[config.mk]
export PLATFORM = sky130hd
export DESIGN_NAME = audio_clk_gen
export DESIGN_NICKNAME = d
export VERILOG_FILES = /design/src/rtl/asc_pkg.sv /design/src/rtl/asc_prescaler.sv /design/src/rtl/asc_frame_gen.sv /design/src/rtl/asc_lr_sync.sv /design/src/rtl/audio_clk_gen.sv
export SDC_FILE = /design/constraint.sdc
export NUM_CORES = 1
export LEC_CHECK = 0
export BUFFER_PORTS_ARGS = -buffer_cell sky130_fd_sc_hd__buf_2
export CORE_ASPECT_RATIO = 1.1
export CORE_MARGIN = 3
export CORE_UTILIZATION = 54
export CTS_BUF_LIST = sky130_fd_sc_hd__clkbuf_8
export DETAILED_ROUTE_END_ITERATION = 10
export PLACE_DENSITY = 0.79
export SYNTH_ARGS = -nofsm -noshare
export SYNTH_HDL_FRONTEND = slang
export SYNTH_SLANG_ARGS = --single-unit
export TNS_END_PERCENT = 100
[constraint.sdc]
create_clock -name clk -period 3.9 [get_ports clk]
set_input_delay 0.585 -clock clk [delete_from_list [all_inputs] [get_ports clk]]
set_output_delay 0.585 -clock clk [all_outputs]
set_load 0.05 [all_outputs]
[src/rtl/asc_pkg.sv]
package asc_pkg;
    localparam int POS_W = 10;
    localparam int ACC_W = POS_W + 1;
    localparam int BCK_W = 6;

    typedef logic [1:0] sel_t;

    typedef struct packed {
        logic [POS_W-1:0] pos;
        logic [ACC_W-1:0] acc;
        logic             bclk;
        logic             lrck;
        sel_t             root_act;
        sel_t             bck_act;
    } frame_st_t;

    function automatic logic [POS_W-1:0] root_len(input sel_t s);
        case (s)
            2'd0:    return POS_W'(256);
            2'd1:    return POS_W'(384);
            2'd2:    return POS_W'(512);
            default: return POS_W'(768);
        endcase
    endfunction

    function automatic logic [BCK_W-1:0] bck_len(input sel_t s);
        case (s)
            2'd0:    return BCK_W'(16);
            2'd2:    return BCK_W'(48);
            default: return BCK_W'(32);
        endcase
    endfunction

    function automatic logic [4:0] width_of(input sel_t s);
        case (s)
            2'd0:    return 5'd8;
            2'd2:    return 5'd24;
            default: return 5'd16;
        endcase
    endfunction
endpackage

[src/rtl/asc_prescaler.sv]
module asc_prescaler #(
    parameter int PRE_W = 8
) (
    input  logic             clk,
    input  logic             rst_n,
    input  logic             en_i,
    input  logic [PRE_W-1:0] div_i,
    output logic             tick_o
);
    logic [PRE_W-1:0] cnt_d, cnt_q;

    always_comb begin
        tick_o = !en_i || (cnt_q >= div_i);
        cnt_d  = tick_o ? '0 : cnt_q + PRE_W'(1);
    end

    always_ff @(posedge clk or negedge rst_n) begin
        if (!rst_n) cnt_q <= '0;
        else        cnt_q <= cnt_d;
    end


    tick_gap_chk: assert property (@(posedge clk) disable iff (!rst_n)
        (en_i && $past(en_i) && $past(tick_o) && $past(div_i) != '0 && $stable(div_i)) |-> !tick_o)
        else $error("tick_gap_chk");
endmodule

[src/rtl/asc_frame_gen.sv]
module asc_frame_gen
    import asc_pkg::*;
(
    input  logic clk,
    input  logic rst_n,
    input  logic run_i,
    input  logic tick_i,
    input  sel_t root_sel_i,
    input  sel_t bck_sel_i,
    output logic bclk_o,
    output logic lrck_o,
    output logic [4:0] sample_bits_o
);
    frame_st_t st_d, st_q;
    sel_t root_eff, bck_eff;
    logic [POS_W-1:0] rlen;
    logic [ACC_W-1:0] step, sum;

    always_comb begin
        st_d     = st_q;
        root_eff = (st_q.pos == '0) ? root_sel_i : st_q.root_act;
        bck_eff  = (st_q.pos == '0) ? bck_sel_i  : st_q.bck_act;
        rlen     = root_len(root_eff);
        step     = ACC_W'({bck_len(bck_eff), 1'b0});
        sum      = st_q.acc + step;
        if (!run_i) begin
            st_d          = '0;
            st_d.root_act = root_sel_i;
            st_d.bck_act  = bck_sel_i;
        end else if (tick_i) begin
            st_d.root_act = root_eff;
            st_d.bck_act  = bck_eff;
            if (st_q.pos == rlen - POS_W'(1)) begin
                st_d.pos  = '0;
                st_d.acc  = '0;
                st_d.bclk = 1'b0;
            end else begin
                st_d.pos = st_q.pos + POS_W'(1);
                if (sum >= ACC_W'(rlen)) begin
                    st_d.acc  = sum - ACC_W'(rlen);
                    st_d.bclk = !st_q.bclk;
                end else begin
                    st_d.acc  = sum;
                end
            end
            st_d.lrck = (st_d.pos >= (rlen >> 1));
        end
    end

    always_ff @(posedge clk or negedge rst_n) begin
        if (!rst_n) st_q <= '0;
        else        st_q <= st_d;
    end

    assign bclk_o        = st_q.bclk;
    assign lrck_o        = st_q.lrck;
    assign sample_bits_o = width_of(st_q.bck_act);


    bclk_stable_chk: assert property (@(posedge clk) disable iff (!rst_n)
        (run_i && !tick_i) |=> $stable(st_q.bclk))
        else $error("bclk_stable_chk");


    lrck_edge_chk: assert property (@(posedge clk) disable iff (!rst_n)
        ($past(run_i) && st_q.lrck != $past(st_q.lrck)) |-> ($past(st_q.bclk) && !st_q.bclk))
        else $error("lrck_edge_chk");


    pos_range_chk: assert property (@(posedge clk) disable iff (!rst_n)
        st_q.pos < root_len(st_q.root_act))
        else $error("pos_range_chk");
endmodule

[src/rtl/asc_lr_sync.sv]
module asc_lr_sync (
    input  logic clk,
    input  logic rst_n,
    input  logic async_i,
    output logic sync_o
);
    logic [1:0] sh_d, sh_q;

    always_comb sh_d = {sh_q[0], async_i};

    always_ff @(posedge clk or negedge rst_n) begin
        if (!rst_n) sh_q <= '0;
        else        sh_q <= sh_d;
    end

    assign sync_o = sh_q[1];
endmodule

[src/rtl/audio_clk_gen.sv]
module audio_clk_gen
    import asc_pkg::*;
#(
    parameter int PRE_W = 8
) (
    input  logic             clk,
    input  logic             rst_n,
    input  logic             slave_i,
    input  logic [8+PRE_W-1:0] ps_cfg_i,
    input  logic [1:0]       root_sel_i,
    input  logic [1:0]       bck_sel_i,
    input  logic             ext_lrck_i,
    output logic             root_tick_o,
    output logic             bclk_o,
    output logic             lrck_o,
    output logic             clk_oe_o,
    output logic             lr_index_o,
    output logic [4:0]       sample_bits_o
);
    localparam int DIV_LSB = 8;

    logic tick, lr_sync, lrck_int;

    asc_prescaler #(.PRE_W(PRE_W)) u_pre (
        .clk    (clk),
        .rst_n  (rst_n),
        .en_i   (ps_cfg_i[0]),
        .div_i  (ps_cfg_i[DIV_LSB +: PRE_W]),
        .tick_o (tick)
    );

    asc_frame_gen u_frame (
        .clk           (clk),
        .rst_n         (rst_n),
        .run_i         (!slave_i),
        .tick_i        (tick),
        .root_sel_i    (root_sel_i),
        .bck_sel_i     (bck_sel_i),
        .bclk_o        (bclk_o),
        .lrck_o        (lrck_int),
        .sample_bits_o (sample_bits_o)
    );

    asc_lr_sync u_sync (
        .clk     (clk),
        .rst_n   (rst_n),
        .async_i (ext_lrck_i),
        .sync_o  (lr_sync)
    );

    assign root_tick_o = tick;
    assign lrck_o      = lrck_int;
    assign clk_oe_o    = !slave_i;
    assign lr_index_o  = slave_i ? lr_sync : lrck_int;


    slave_quiet_chk: assert property (@(posedge clk) disable iff (!rst_n)
        (slave_i && $past(slave_i)) |-> (!bclk_o && !lrck_o && !clk_oe_o))
        else $error("slave_quiet_chk");
endmodule

# Yosys cells after proc, flatten, opt, wreduce, memory -nomap -nowiden
# Index checks and enable logic that the tools add are counted.
# word_totals
rom_bits	0
reg_bits	37
output_inout_bits	10
inputBits	24
ramBits	0
n_memories	0
latchBits	0
# classes
n_div	0
n_mux	14
n_mul	0
n_lt_le_gt_ge	3
reduce_logical	11
eq_ne	5
addsub	5
bitwise_logic	0
shifts	0
# op_table
op	n
$mux W22	3
$mux W27	2
$pmux W10 S3	1
$pmux W6 S2	1
$add A11 B7 Y11	1
$ge A11 B10 Y1	1
$mux W11	1
$sub A11 B10 Y11	1
$add A10 B1 Y10 const B	1
$eq A10 B10 Y1	1
$ge A10 B9 Y1	1
$logic_not A10 Y1	1
$pmux W5 S2	1
$sub A10 B1 Y10 const B	1
$add A8 B1 Y8 const B	1
$ge A8 B8 Y1	1
$mux W8	1
$eq A2 B2 Y1 const B	3
$logic_not A2 Y1	3
$mux W2	2
$logic_not A1 Y1	3
$reduce_bool A3 Y1	1
$eq A2 B1 Y1 const B	1
$mux W1	2
3 further kinds	3

# Depth between registers and ports, before layout
# Gate-level depths: netlist of run 1.
# depth
depth_word	13
depth_mapped	17

# Hierarchy
# A second synthesis of run 1 with hierarchy kept.
# hier_totals
cells_unflattened	258
hier_area_um2	2376.0
# modules_own_cells
mod	instances	seq_area_each_um2	cells_each	area_per_inst_um2
asc_frame_gen	1	550.5	198	1761.7
asc_prescaler	1	200.2	56	545.5
asc_lr_sync	1	50.0	2	50.0
audio_clk_gen	1	0.0	2	18.8

# Worst setup path after synthesis of run 1
# OpenSTA, ideal clock, no wires.
# synth_timing
path_kind	register -> register
startpoint	register u_frame.st_q[21] in the netlist's numbering
endpoint	register u_frame.st_q[14] in the netlist's numbering
path_stages_with_launch	18
t_arrival_ps	3552
slack_ps	224
synth_period_minus_slack_ps	3676
setup_time_ps	125
cell_sequence	dfrtp_1 buf_6 nor4_1 nand4b_1 mux2i_1 ha_1 inv_1 fa_1 xor2_1 ha_1 inv_1 fa_1 o21ai_0 and4bb_2 buf_2 mux2_2 nand3_2 o21ai_1
# synth_via
elab_chain_cells	12
word_cells_on_any_way	21
classes_between	add/sub (3); order compare (1); eq/ne (4); mux (10); reduce/logical (3)
# synth_rtl
element	line	text
start, declared	asc_frame_gen.sv:14	frame_st_t st_d, st_q;
start signal, assigned	asc_frame_gen.sv:52	else st_q <= st_d;
$logic_not A10 Y1	asc_frame_gen.sv:21, asc_frame_gen.sv:22	
$mux W2	asc_frame_gen.sv:22	bck_eff = (st_q.pos == '0) ? bck_sel_i : st_q.bck_act;
$eq A2 B2 Y1 / $logic_not A2 Y1 (equally long branches)	asc_pkg.sv:27	case (s)
$pmux W6 S2	asc_pkg.sv:27	
$add A11 B7 Y11	asc_frame_gen.sv:25	sum = st_q.acc + step;
$sub A11 B10 Y11 / $ge A11 B10 Y1 (equally long branches)	asc_frame_gen.sv:40, asc_frame_gen.sv:39	
$mux W11	asc_frame_gen.sv:39	if (sum >= ACC_W'(rlen)) begin
$mux W22 (*)	asc_frame_gen.sv:33	if (st_q.pos == rlen - POS_W'(1)) begin
$mux W22 (*)	asc_frame_gen.sv:30	end else if (tick_i) begin
$mux W22 (*)	asc_frame_gen.sv:26	if (!run_i) begin
$mux W27 (*)	asc_frame_gen.sv:30	
$mux W27 (*)	asc_frame_gen.sv:26	
# Every way passes the cells marked *; elsewhere a longest branch is shown, timed or not. The select of a mux whose other input is x is not followed.
# A chain may end at the register's enable or synchronous reset.

# Worst setup path in the final report of run 1
# layout_timing
startpoint	register u_frame.st_q[22] in the netlist's numbering
endpoint	register u_frame.st_q[16] in the netlist's numbering
# Same word-level chain as after synthesis.

==> results, run 1 <==
- The yosys synthesis warning count is 0.
- Dividing total power by cell area gives a power density of ~420 nW/µm².
- The first routing iteration left 58 violations.
- The number of synthesized flops with an enable pin is 0.
- The post-route antenna net violation count is 0.
- The cell-internal power is 0.000722 W.
- The overall routed net length is between 5000 and 6000 µm.
- The total net switching power is 0.000417 W.
- The instance count along the most critical hold path is 0.
- In the final layout, the share of cells above drive strength 1 is between 20% and 30%.
- The HPWL after detailed placement is 3710 µm.
- The placeable core area is ~4100 µm².
- The via count of the first global-routing pass is ~1900.
- The layout-stage area growth over the synthesis result is 12.5%.
- The netlist area before placement is 2410 µm².
- The TritonCTS clock tree is done.
- The buffer depth of the longest clock path is 2.
- The endpoint class of the critical path is a flip-flop.
- Timing would allow up to between 0.2 and 0.3 GHz.
- The number of cells in the design after placement is 339.
- The die width is 69.7 µm.
- The startpoint class of the critical path is a flip-flop.
- The number of slew-limit violations in the final report is 0.
- The storage element area is 803 µm².
- The final total negative setup slack is 0 ns.
- The top cell type by area accounts for 33.2% of the synthesized area.
- The number of search-and-repair iterations in the first detailed-routing pass is 4.
- In the final routed layout, each cell accounts on average for 15.1 µm.
- The path category of the worst min-delay check is reg -> reg.
- The area of the multi-input gates is 1450 µm².
- The switching share of power is 36.6%.
- The worst-case headroom to the max-slew limit is 50.9%.
- After technology mapping, the gate count stands at 264.
- The launch instance of the worst min-delay path is u_sync.sh_q[0]$_DFF_PN0_.
- The final setup violation count is 0.
- The number of clock sinks is 32.
- The share of async-settable or async-resettable flops after synthesis is 100%.
- Traced cell by cell, the critical path runs through nor4_2, nand4b_1, buf_4, mux2i_2, ha_2, inv_1, fa_1, buf_4, nor2_1, xor2_1, ha_1, o21ai_1, and4bb_2, buf_4, buf_4, o31a_1, o21ai_2.
- The initial antenna violation count is 0.
- The CTS H-tree depth is 2.
- Of the total power, the clock network draws between 20% and 30%.
- The initial utilization of the core area, before any placement, comes to 58.2%.
- The reg-to-reg critical path endpoint is u_frame.st_q[16]$_DFFE_PN0P_.
- The count of hold buffers inserted by post-cts repair is 0.
- Combinational logic burns 39.0% of the power.
- The most used flip-flop cell after synthesis is dfrtp_1.
- Measured on the finished design, the core utilization comes to 65.4%.
- Yosys mapped the design onto 52 distinct sky130hd cell types.
- During placement, the flow inserted port buffers numbering 23.
- The cell family contributing the most delay on the critical path is adder cells.
- The pin count of the biggest net entering global routing is 33.
- The clock transition at the registers of the reported paths is 0.07 ns.
- In this run the critical register-to-register path is launched from u_frame.st_q[22]$_DFFE_PN0P_.
- At the pin with the least slew margin, the transition time is between 0.7 and 0.8 ns.
- The most frequent cell on the critical path is buf_4.
- The number of nets in the finished design is 345.
- The die span in y is roughly 76 µm.
- For the worst setup path, the data arrival time is 3.91 ns.
- The number of buffer and inverter instances along the worst setup path is 5.
- The cell leakage power is 1.33 nW.
- Fill cells in the final layout number roughly 350.
- The worst-case IR drop observed on VDD is 0.188 mV.
- The part of the power in registers is 36.3%.
- The start-to-end type of the worst setup path is reg -> reg.
- The share of the Yosys chip area taken by registers is about 33%.
- After synthesis, the cell types taking the most area are dfrtp_1, ha_1, xor2_1, nor2_1, a21oi_1.
- The overflow left after global routing is 0.
- The hold violation count in the final report is 0.
- The repair_antennas step left the layout with diodes totalling 0.
- For the final database, setup skew stands at about 0.0091 ns.
- In the global route stage, overall resource usage came out at 20.8%.
- The synthesized flop and latch total is 32.
- The buffer cell driving the clock tree root is clkbuf_8.
- The final route contains approximately 1900 vias.
- Measured in cells, the most critical reg-to-reg path has a length of 17.
- The slack of the worst reg-to-reg path is 0.22 ns.
- The slowest stage of the critical path belongs to the cell fa_1.
- The number of placement rows is 24.
- The number of maximum-capacitance violations is 0.
- The number of clock buffers added by TritonCTS is 5.
- The placer's final routability congestion estimate is 0.801.
- The number of top-level design ports is 34.
- The floorplan step defined a die boundary enclosing 5300 µm².
- The endpoint required time on the critical path is 4.12 ns.
- The wire length of the first global-routing pass is 9000 µm.
- The period utilization is 94.5%.
- The latest clock arrival within the worst-skew pair is roughly 0.29 ns.
- Dividing the synthesized area by the synthesized cell count gives 9.13 µm².
- In this run the worst path has a maximum fanout of 7.
- The number of non-filler instances in the completed layout is between 300 and 400.
- The worst hold path terminates at u_sync.sh_q[1]$_DFF_PN0_.
- The number of DRC violations after detailed routing is 0.
- The number of vias per cell is 5.56.
- The largest total area in the synthesized netlist belongs to dfrtp_1.
- The worst path needs around 3.7 ns of the cycle, external delays included.
- The highest cell delay on the worst timing path is 0.40 ns.
- The flow ran to the end, and the final reports show no timing, DRC or antenna violations.
[cells by family (layout without fill, tap and decap cells)]
kind of cell             count (synthesis)  in the layout  share of synthesized area (%)
other                                    1              3                          0.156
flip-flops                              32             32                           33.2
adder cells (fa/ha/maj)                 24             24                           13.1
AND/OR/NAND/NOR                         98             98                           22.1
multiplexers                             9              9                           4.77
buffers and inverters                   34             65                           7.68
AO/OA/AOI/OAI                           44             44                           11.1
XOR/XNOR                                22             22                           7.99
[through the flow]
step | setup WS (ns) | power [W] | hold slack [ns] | instance area [µm²]
floorplan | 0.224 | 0.000727 | 0.289 | 2420
global placement | 0.198 | 0.000817 | 0.336 | 2570
detailed placement | 0.0540 | 0.000836 | 0.340 | 2570
finish | 0.216 | 0.00114 | 0.354 | 2710
global route | -0.0302 | 0.00122 | 0.370 | 2710
CTS | 0.0548 | 0.00112 | 0.357 | 2670
[cells in the mapped netlist, types with 3 or more instances]
library cell,number
nand2b_1,3
buf_4,5
dfrtp_1,32
o21ai_1,3
nand3b_1,4
mux2_4,4
nor3_1,6
nand2_1,17
a31oi_1,3
buf_6,4
nand3_1,15
nor2_1,27
mux2_2,4
and3_1,4
inv_1,20
a21oi_1,17
buf_2,3
xor2_1,15
o21ai_0,11
xnor2_1,7
ha_1,22
[area by class of cell]
| class | instances | share of cell area (%) |
|---|---|---|
| inverter | 21 | 2.91 |
| timing repair buffer | 37 | 8.12 |
| sequential | 32 | 29.6 |
| multi-input combinational | 200 | 53.4 |
| tap | 52 | 2.40 |
| clock buffer | 7 | 3.55 |
[worst max-delay path by stage]
stage / startpoint / endpoint / slack (ns) / cells after the start
6_report: u_frame.st_q[22]$_DFFE_PN0P_ / u_frame.st_q[16]$_DFFE_PN0P_ / 0.22 / 17
5_1_grt: u_frame.st_q[22]$_DFFE_PN0P_ / u_frame.st_q[16]$_DFFE_PN0P_ / -0.03 / 17
3_3_place_gp: u_frame.st_q[21]$_DFFE_PN0P_ / u_frame.st_q[14]$_DFFE_PN0P_ / 0.20 / 15
3_5_place_dp: u_frame.st_q[21]$_DFFE_PN0P_ / u_frame.st_q[14]$_DFFE_PN0P_ / 0.05 / 15
4_1_cts: u_frame.st_q[21]$_DFFE_PN0P_ / u_frame.st_q[14]$_DFFE_PN0P_ / 0.05 / 15
2_1_floorplan: u_frame.st_q[21]$_DFFE_PN0P_ / u_frame.st_q[14]$_DFFE_PN0P_ / 0.22 / 17
[what timing repair did]
action	CTS	global route
gates resized for setup	0	7
buffers inserted	0	3
setup endpoints to repair	0	5
endpoints found under the hold margin	0	0
[worst reg2reg max path: stages, from the launching register on]
cell and delay (ns):
dfrtp_1 0.39, nor4_2 0.28, nand4b_1 0.14, buf_4 0.19, mux2i_2 0.18, ha_2 0.21, inv_1 0.05, fa_1 0.40
buf_4 0.17, nor2_1 0.12, xor2_1 0.09, ha_1 0.34, o21ai_1 0.08, and4bb_2 0.29, buf_4 0.15, buf_4 0.13
o31a_1 0.28, o21ai_2 0.13
[state kept, by name, indices dropped and copies added, names as in the netlist]
signal,cells
u_sync.sh_q,2
u_frame.lrck_o,1
u_frame.st_q,20
u_pre.cnt_q,8
u_frame.bclk_o,1
[power groups by stage]
stage	Sequential, W	Combinational (W)	Clock (W)
final	0.000414	0.000445	0.000281
after global routing	0.000420	0.000494	0.000301
after CTS	0.000412	0.000421	0.000287
after detailed placement	0.000417	0.000418	0
after global placement	0.000415	0.000402	0
after floorplan	0.000418	0.000309	0
[cell usage in the layout, fill, tap and decap left out, drive strengths merged, types with 2 or more instances in the layout]
cell type / n
a21oi: 19
a31oi: 3
and2: 3
and3: 6
buf: 37
clkbuf: 7
conb: 3
dfrtp: 32
fa: 2
ha: 22
inv: 20
mux2: 8
nand2: 18
nand2b: 3
nand3: 16
nand3b: 4
nand4: 2
nand4b: 2
nor2: 27
nor2b: 2
nor3: 6
nor4: 2
o21ai: 15
or3: 2
xnor2: 7
xor2: 15
[metal layers]
layer  routed length [µm]  GRT usage, %  vias to the layer above  part of all wire, %
li1                     -             -                      961                    -
met1                 2390          27.4                      919                   45
met2                 2510          34.2                       52                   48
met3                  303          4.62                        7                  5.7
met4                   77          6.51                        0                  1.5
met5                    0             0                        -                    0
No activity file was read; power rests on OpenSTA's default activity.
==> inputs of run 2 (changes only) <==
==> constraint.sdc (replaced) <==
create_clock -name clk -period 3.9 [get_ports clk]
set_input_delay 0.39 -clock clk [delete_from_list [all_inputs] [get_ports clk]]
set_output_delay 0.39 -clock clk [all_outputs]
set_load 0.05 [all_outputs]
==> run 2 against run 1 <==
Compared with the run above: global-route usage down 0.34 points; critical endpoint is now u_frame.st_q[14]$_DFFE_PN0P_; worst hold slack got worse by 0.20 ns; largest cell class unchanged; register-to-register slack worse by 0.04 ns; largest power group unchanged; setup slack got worse by 0.042 ns; non-clock buffer count is 1 higher; maximum frequency decreased by 1.1%; die area is the same; utilization is 0.45 points higher.
==> results, run 2 (same netlist as run 1, synthesis figures left out) <==
- The via count of the first global-routing pass is 1943 (+2.6%).
- The number of vias per cell is 5.54 (-0.36%).
- The number of top-level design ports is 34 (unchanged).
- The number of maximum-capacitance violations was 0 (unchanged).
- The start-to-end type of the worst setup path is reg -> reg.
- The overflow left after global routing was 0 (unchanged).
- The die span in y came to 76.1 µm (unchanged).
- The hold violation count in the final report came to 0 (unchanged).
- The routed via count is 1943 (+0.21%).
- The post-route core utilization is 65.9% (+0.45 points).
- The number of non-filler instances in the completed layout is 351 (+0.57%).
- The number of DRC violations after detailed routing is 0 (unchanged).
- The placer's final routability congestion estimate is 0.816 (+1.9%).
- The number of placement rows is 24 (unchanged).
- The cell leakage power is 1.34 nW (+1.1%).
- From synthesis to final layout, the design area changed by 13.2%.
- The number of cells in the design after placement came to 338 (-0.29%).
- The post-detailed-route wirelength per cell is 14.7 µm (-2.8%).
- The highest ir drop seen on vdd came to 0.183 mV (-2.6%).
- The die width came to 69.7 µm (unchanged).
- In the layout the commonest cells are dfrtp_1, nor2_1, buf_2.
- The buffer cell driving the clock tree root is clkbuf_8.
- The post-layout minimum cycle time is 3.73 ns (+0.0421 ns).
- Ranked by flip-flop count, first place goes to u_frame.st_q.
- The worst setup timing slack at the placement stage came to 0.0430 ns (-0.0110 ns).
- The count of input and output buffers is 23 (unchanged).
- The HPWL after detailed placement is 3710 µm (about the same).
- The largest registers in the layout are u_frame.st_q x20, u_pre.cnt_q x8, u_sync.sh_q x2.
- The clock transition at the registers of the reported paths is 0.07 ns (about the same).
- The final setup violation count is 0 (unchanged).
- The TritonCTS buffer count is 5 (unchanged).
- The power density normalized to cell area was 429 nW/µm² (+2.0%).
- The number of nets in the finished design is 346 (+0.29%).
- The pin slew with the least headroom to its limit is 0.735 ns (-0.000910 ns).
- The period utilization was 95.6% (+1.1 points).
- The path class of the tightest hold or removal check is in -> async.
- The endpoint class of the critical path is a flip-flop.
- The worst hold-check slack is 0.158 ns (-0.195 ns).
- The wire length of the first global-routing pass is 8810 µm (-2.1%).
- The initial antenna violation count is 0 (unchanged).
- The count of hold buffers inserted by post-cts repair came to 0 (unchanged).
- The endpoint arrival time on the critical path is 3.90 ns (about the same).
- The flip-flop count of the largest register, all copies and words added came to 20 (unchanged).
- The startpoint class of the critical path is a flip-flop.
- The endpoint required time on the critical path is 4.07 ns (-0.05 ns).
- The pin count of the biggest net entering global routing is 33 (unchanged).
- The starting density of the core is 58.2% (unchanged).
- The number of slew-limit violations in the final report was 0 (unchanged).
- The worst-case headroom to the max-slew limit is 51.0% (+0.061 points).
- The latest clock arrival within the worst-skew pair is 0.29 ns (about the same).
- The number of search-and-repair iterations in the first detailed-routing pass is 4 (unchanged).
- The CTS H-tree depth is 2 (unchanged).
- The number of antenna cells inserted was 0 (unchanged).
- The number of violations reported at the end of detailed-routing iteration 0 is 87 (+50%).
- The placeable core area is 4140 µm² (unchanged).
- The TritonCTS clock tree is done.
- The aggregate global-route resource usage is 20.5% (-0.34 points).
- The setup clock skew after layout is 0.00891 ns (-0.000151 ns).
- The highest fanout seen on the critical path was 6 (-1).
- The die area came to 5300 µm² (unchanged).
- The overall routed net length came to 5160 µm (-2.2%).
- The fraction of layout cells with a size suffix above 1 is 24.4% (+0.17 points).
- The post-route antenna net violation count is 0 (unchanged).
- The most common cell after layout, fill and taps aside is dfrtp_1.
- The setup slack of the critical path after layout came to 0.174 ns (-0.0421 ns).
- The buffer depth of the longest clock path is 2 (unchanged).
- The highest achievable clock rate is 0.268 GHz (-1.1%).
- The run finished with clean final reports.
- The number of clock sinks was 32 (unchanged).
## run 2: cell count changes in the layout (fill, tap and decap cells not counted), sizes merged
cell / delta
inv: +1
buf: +1
clkbuf: -2
clkinv: +1
bufinv: +1
## run 2: layout make-up
type,count,area (µm²)
multi-input cells,200,1450
fillers,341,1410
well taps,52,65.1
inverters,21,78.8
repair buffers,38,228
clock inverters,3,38.8
clock buffers,5,68.8
flip-flops and latches,32,803
## run 2: repair_timing
| action | 4_1_cts | 5_1_grt |
|---|---|---|
| endpoints found under the setup margin | 0 | 4 |
| setup buffers | 0 | 5 |
| gates resized for setup | 0 | 6 |
## run 2: power breakdown
group	switching [W]	internal (W)
Clock	0.000124	0.000187
Combinational	0.000249	0.000199
Sequential	0.0000424	0.000370
Total	0.000415	0.000755
## run 2: per-stage QoR
step                area [µm²]  setup TNS (ns)  power [W]
floorplan                 2420               0   0.000727
global placement          2570               0   0.000814
detailed placement        2570               0   0.000835
CTS                       2680               0    0.00115
global route              2730        -0.00647    0.00126
finish                    2730               0    0.00117
## run 2: routing by layer
layer	part of all wire, %	up-vias	GRT usage, %
li1	-	969	-
met1	44	921	27.1
met2	49	44	31.6
met3	4.9	9	4.35
met4	1.9	0	10.2
met5	0	-	0
## run 2: worst paths after layout
kind,to,cells after the start,from,slack (ns)
worst max-delay path,u_frame.st_q[14]$_DFFE_PN0P_,16,u_frame.st_q[25]$_DFFE_PN0P_,0.17
worst min-delay path,u_pre.cnt_q[2]$_DFF_PN0_,1,rst_n,0.16
worst max register to register,u_frame.st_q[14]$_DFFE_PN0P_,16,u_frame.st_q[25]$_DFFE_PN0P_,0.17
worst min register to register,u_sync.sh_q[1]$_DFF_PN0_,0,u_sync.sh_q[0]$_DFF_PN0_,0.36
max in group asynchronous,u_frame.st_q[18]$_DFFE_PN0P_,1,rst_n,3.24
min in group clk,u_sync.sh_q[0]$_DFF_PN0_,1,ext_lrck_i,0.21
## run 2: critical path, stage by stage (launching register included)
cell and delay (ns):
dfrtp_1 0.39, nor4_2 0.28, nand4b_1 0.12, buf_4 0.18
mux2i_2 0.19, ha_2 0.21, inv_1 0.05, fa_1 0.40
xor2_1 0.17, ha_1 0.17, inv_1 0.06, fa_1 0.40
o21ai_0 0.17, and4bb_2 0.32, mux2_2 0.36, nand3_2 0.07
o21ai_1 0.07
==> inputs of run 3 (changes only) <==
- CORE_UTILIZATION: 54 -> 62
- CTS_BUF_LIST: sky130_fd_sc_hd__clkbuf_8 -> default
- PLACE_DENSITY: 0.79 -> 0.85
- clock period: 3.9 -> 4.3 ns (I/O delays scaled with it)
==> run 3 against run 2 <==
Compared with the run above: clock skew is 0.0068 ns lower; register-to-register slack gained 0.23 ns; die area shrank 12%; design area decreased by 4.7%; critical path type unchanged; largest cell class unchanged; largest power group is now registers.
==> results, run 3 (same netlist as run 1, synthesis figures left out) <==
- The flow ran to the end, and the final reports show no timing, DRC or antenna violations.
- The via count of the first global-routing pass is 1936 (-0.36%).
- The cell leakage power is 1.27 nW (-5.1%).
- The wire length of the first global-routing pass came to 8450 µm (-4.1%).
- The launching point of the worst reg2reg path is u_frame.st_q[21]$_DFFE_PN0P_.
- Leaving out fill and tap cells, the most frequent cells in the layout are dfrtp_1, nor2_1, buf_2.
- The overall routed net length is 4770 µm (-7.5%).
- The HPWL after detailed placement is 3470 µm (-6.3%).
- The endpoint identified for the worst register-to-register timing path is u_frame.st_q[14]$_DFFE_PN0P_.
- The worst setup path is launched from a flip-flop.
- The final total power is 0.000975 W (-17%).
- The cell depth of the worst flop-to-flop path is 16 (unchanged).
- The clock transition at the registers of the reported paths is 0.06 ns (about the same).
- The latest clock arrival within the worst-skew pair is 0.29 ns (about the same).
- The number of cells in the design after placement is 327 (-3.3%).
- The buffer depth of the longest clock path was 2 (unchanged).
- The number of search-and-repair iterations in the first detailed-routing pass was 4 (unchanged).
- The setup clock skew after layout was 0.00215 ns (-0.00677 ns).
- The switching share of power is 36.7% (+1.3 points).
- The final total negative setup slack is 0 ns (unchanged).
- The post-route antenna net violation count is 0 (unchanged).
- The number of top-level design ports was 34 (unchanged).
- The worst setup path is captured at a flip-flop.
- The combinational share of power is 37.3% (-0.9 points).
- The pin count of the biggest net entering global routing is 33 (unchanged).
- The post-CTS setup buffer count is 0 (unchanged).
- The worst-case headroom to the max-slew limit is 52.2% (+1.2 points).
- The slack of the worst reg-to-reg path is 0.40 ns (+0.23 ns).
- The final setup violation count is 0 (unchanged).
- The TritonCTS clock tree is done.
- In this run the clock root is driven by a clkbuf_8.
- The number of DRC violations after detailed routing is 0 (unchanged).
- The highest achievable clock rate is 0.257 GHz (-4.4%).
- The overflow left after global routing was 0 (unchanged).
- The period utilization is 90.6% (-4.9 points).
- The number of maximum-capacitance violations was 0 (unchanged).
- The pin slew with the least headroom to its limit is 0.717 ns (-0.0180 ns).
- The start-to-end type of the worst setup path is reg -> reg.
- The placed instance area is 2500 µm² (-2.7%).
- The cell-internal power is 0.000617 W (-18%).
- The initial antenna violation count is 0 (unchanged).
- The total net switching power is 0.000358 W (-14%).
- The highest fanout seen on the critical path is 9 (+3).
- The number of clock sinks is 32 (unchanged).
- The CTS H-tree depth came to 2 (unchanged).
- The final cell area excluding filler cells is 2600 µm² (-4.7%).
- The flip-flop count of the largest register, all copies and words added came to 20 (unchanged).
- The TritonCTS buffer count was 5 (unchanged).
- The number of gates resized after cts is 0 (unchanged).
- The placer's final routability congestion estimate is 0.902 (+10%).
- The placeable core area is 3680 µm² (-11%).
- From synthesis to final layout, the design area changed by 7.94%.
- The path category of the worst min-delay check is in -> async.
- The most common cell after layout, fill and taps aside is dfrtp_1.
- The highest ir drop seen on vdd is 0.212 mV (+16%).
- The die area was 4670 µm² (-12%).
- The endpoint required time on the critical path is 4.47 ns (+0.40 ns).
- The clock share of power is 24.4% (-2.1 points).
- The fraction of layout cells with a size suffix above 1 is 18.8% (-5.6 points).
- The endpoint arrival time on the critical path is 4.07 ns (+0.17 ns).
- The part of the power in registers is 38.4% (+3.2 points).
- The number of vias per cell is 5.72 (+3.4%).
- The die span in y was 71.4 µm (-6.1%).
- The post-layout minimum cycle time was 3.90 ns (+0.171 ns).
- The count of input and output buffers is 23 (unchanged).
- The aggregate global-route resource usage is 23.3% (+2.9 points).
- The largest registers in the layout are u_frame.st_q x20, u_pre.cnt_q x8, u_sync.sh_q x2.
- The number of slew-limit violations in the final report is 0 (unchanged).
- Counting flops per register, the top entry is u_frame.st_q.
- The hold violation count in the final report is 0 (unchanged).
- The starting density of the core was 65.5% (+7.3 points).
- The number of nets in the finished design came to 334 (-3.5%).
- The die width is 65.5 µm (-6.1%).
- The power density normalized to cell area is 375 nW/µm² (-13%).
- Setup repair after global routing left no endpoint under its margin.
- The number of non-filler instances in the completed layout was 337 (-4.0%).
- The post-detailed-route wirelength per cell is 14.2 µm (-3.6%).
- The number of placement rows is 23 (-4.2%).
- The count of hold buffers inserted by post-cts repair is 0 (unchanged).
- The number of antenna cells inserted is 0 (unchanged).
- The number of violations reported at the end of detailed-routing iteration 0 was 94 (+8.0%).
- The routed via count came to 1929 (-0.72%).
==> run 3: per-stage QoR <==
step	utilization, %	setup WS (ns)	hold slack [ns]
6_report	70.7	0.403	0.190
2_1_floorplan	-	0.624	0.134
4_1_cts	70.2	0.248	0.208
3_5_place_dp	67.8	0.250	0.338
5_1_grt	70.7	0.0868	0.238
3_3_place_gp	67.8	0.392	0.342
==> run 3: power groups by stage <==
stage / clock network (W) / logic [W] / registers, W
2_1_floorplan: 0 / 0.000280 / 0.000379
3_3_place_gp: 0 / 0.000343 / 0.000377
3_5_place_dp: 0 / 0.000355 / 0.000378
4_1_cts: 0.000245 / 0.000357 / 0.000373
5_1_grt: 0.000255 / 0.000412 / 0.000381
6_report: 0.000238 / 0.000364 / 0.000374
==> run 3: worst max-delay path by stage <==
stage	from	end	slack (ns)	cells past startpoint
finish	u_frame.st_q[21]$_DFFE_PN0P_	u_frame.st_q[14]$_DFFE_PN0P_	0.40	16
global route	u_frame.st_q[21]$_DFFE_PN0P_	u_frame.st_q[14]$_DFFE_PN0P_	0.09	16
CTS	u_frame.st_q[21]$_DFFE_PN0P_	u_frame.st_q[14]$_DFFE_PN0P_	0.25	15
detailed placement	u_frame.st_q[21]$_DFFE_PN0P_	u_frame.st_q[14]$_DFFE_PN0P_	0.25	15
global placement	u_frame.st_q[21]$_DFFE_PN0P_	u_frame.st_q[14]$_DFFE_PN0P_	0.39	15
floorplan	u_frame.st_q[21]$_DFFE_PN0P_	u_frame.st_q[14]$_DFFE_PN0P_	0.62	17
==> run 3: routing by layer <==
metal / GRT usage [%] / wire length (µm)
met2: 38.8 / 2350
met5: 0 / 0
met4: 11.3 / 93
met3: 5.02 / 282
met1: 28.7 / 2050
==> run 3: worst max-delay path: stages, from the launching register on <==
cell,delay (ns)
dfrtp_1,0.48
nor4_1,0.30
nand4b_1,0.11
buf_4,0.18
mux2i_1,0.18
ha_1,0.20
inv_1,0.06
fa_1,0.46
xor2_1,0.18
ha_1,0.16
inv_1,0.06
fa_1,0.39
o21ai_0,0.17
and4bb_2,0.36
mux2_2,0.36
nand3_2,0.07
o21ai_1,0.07
==> run 3: cell type report <==
type / count / area, µm²
tap: 50 / 62.6
multi-input combinational: 200 / 1430
fill: 305 / 1080
clock buffer: 8 / 90.1
inverter: 21 / 78.8
sequential: 32 / 801
timing repair buffer: 26 / 138
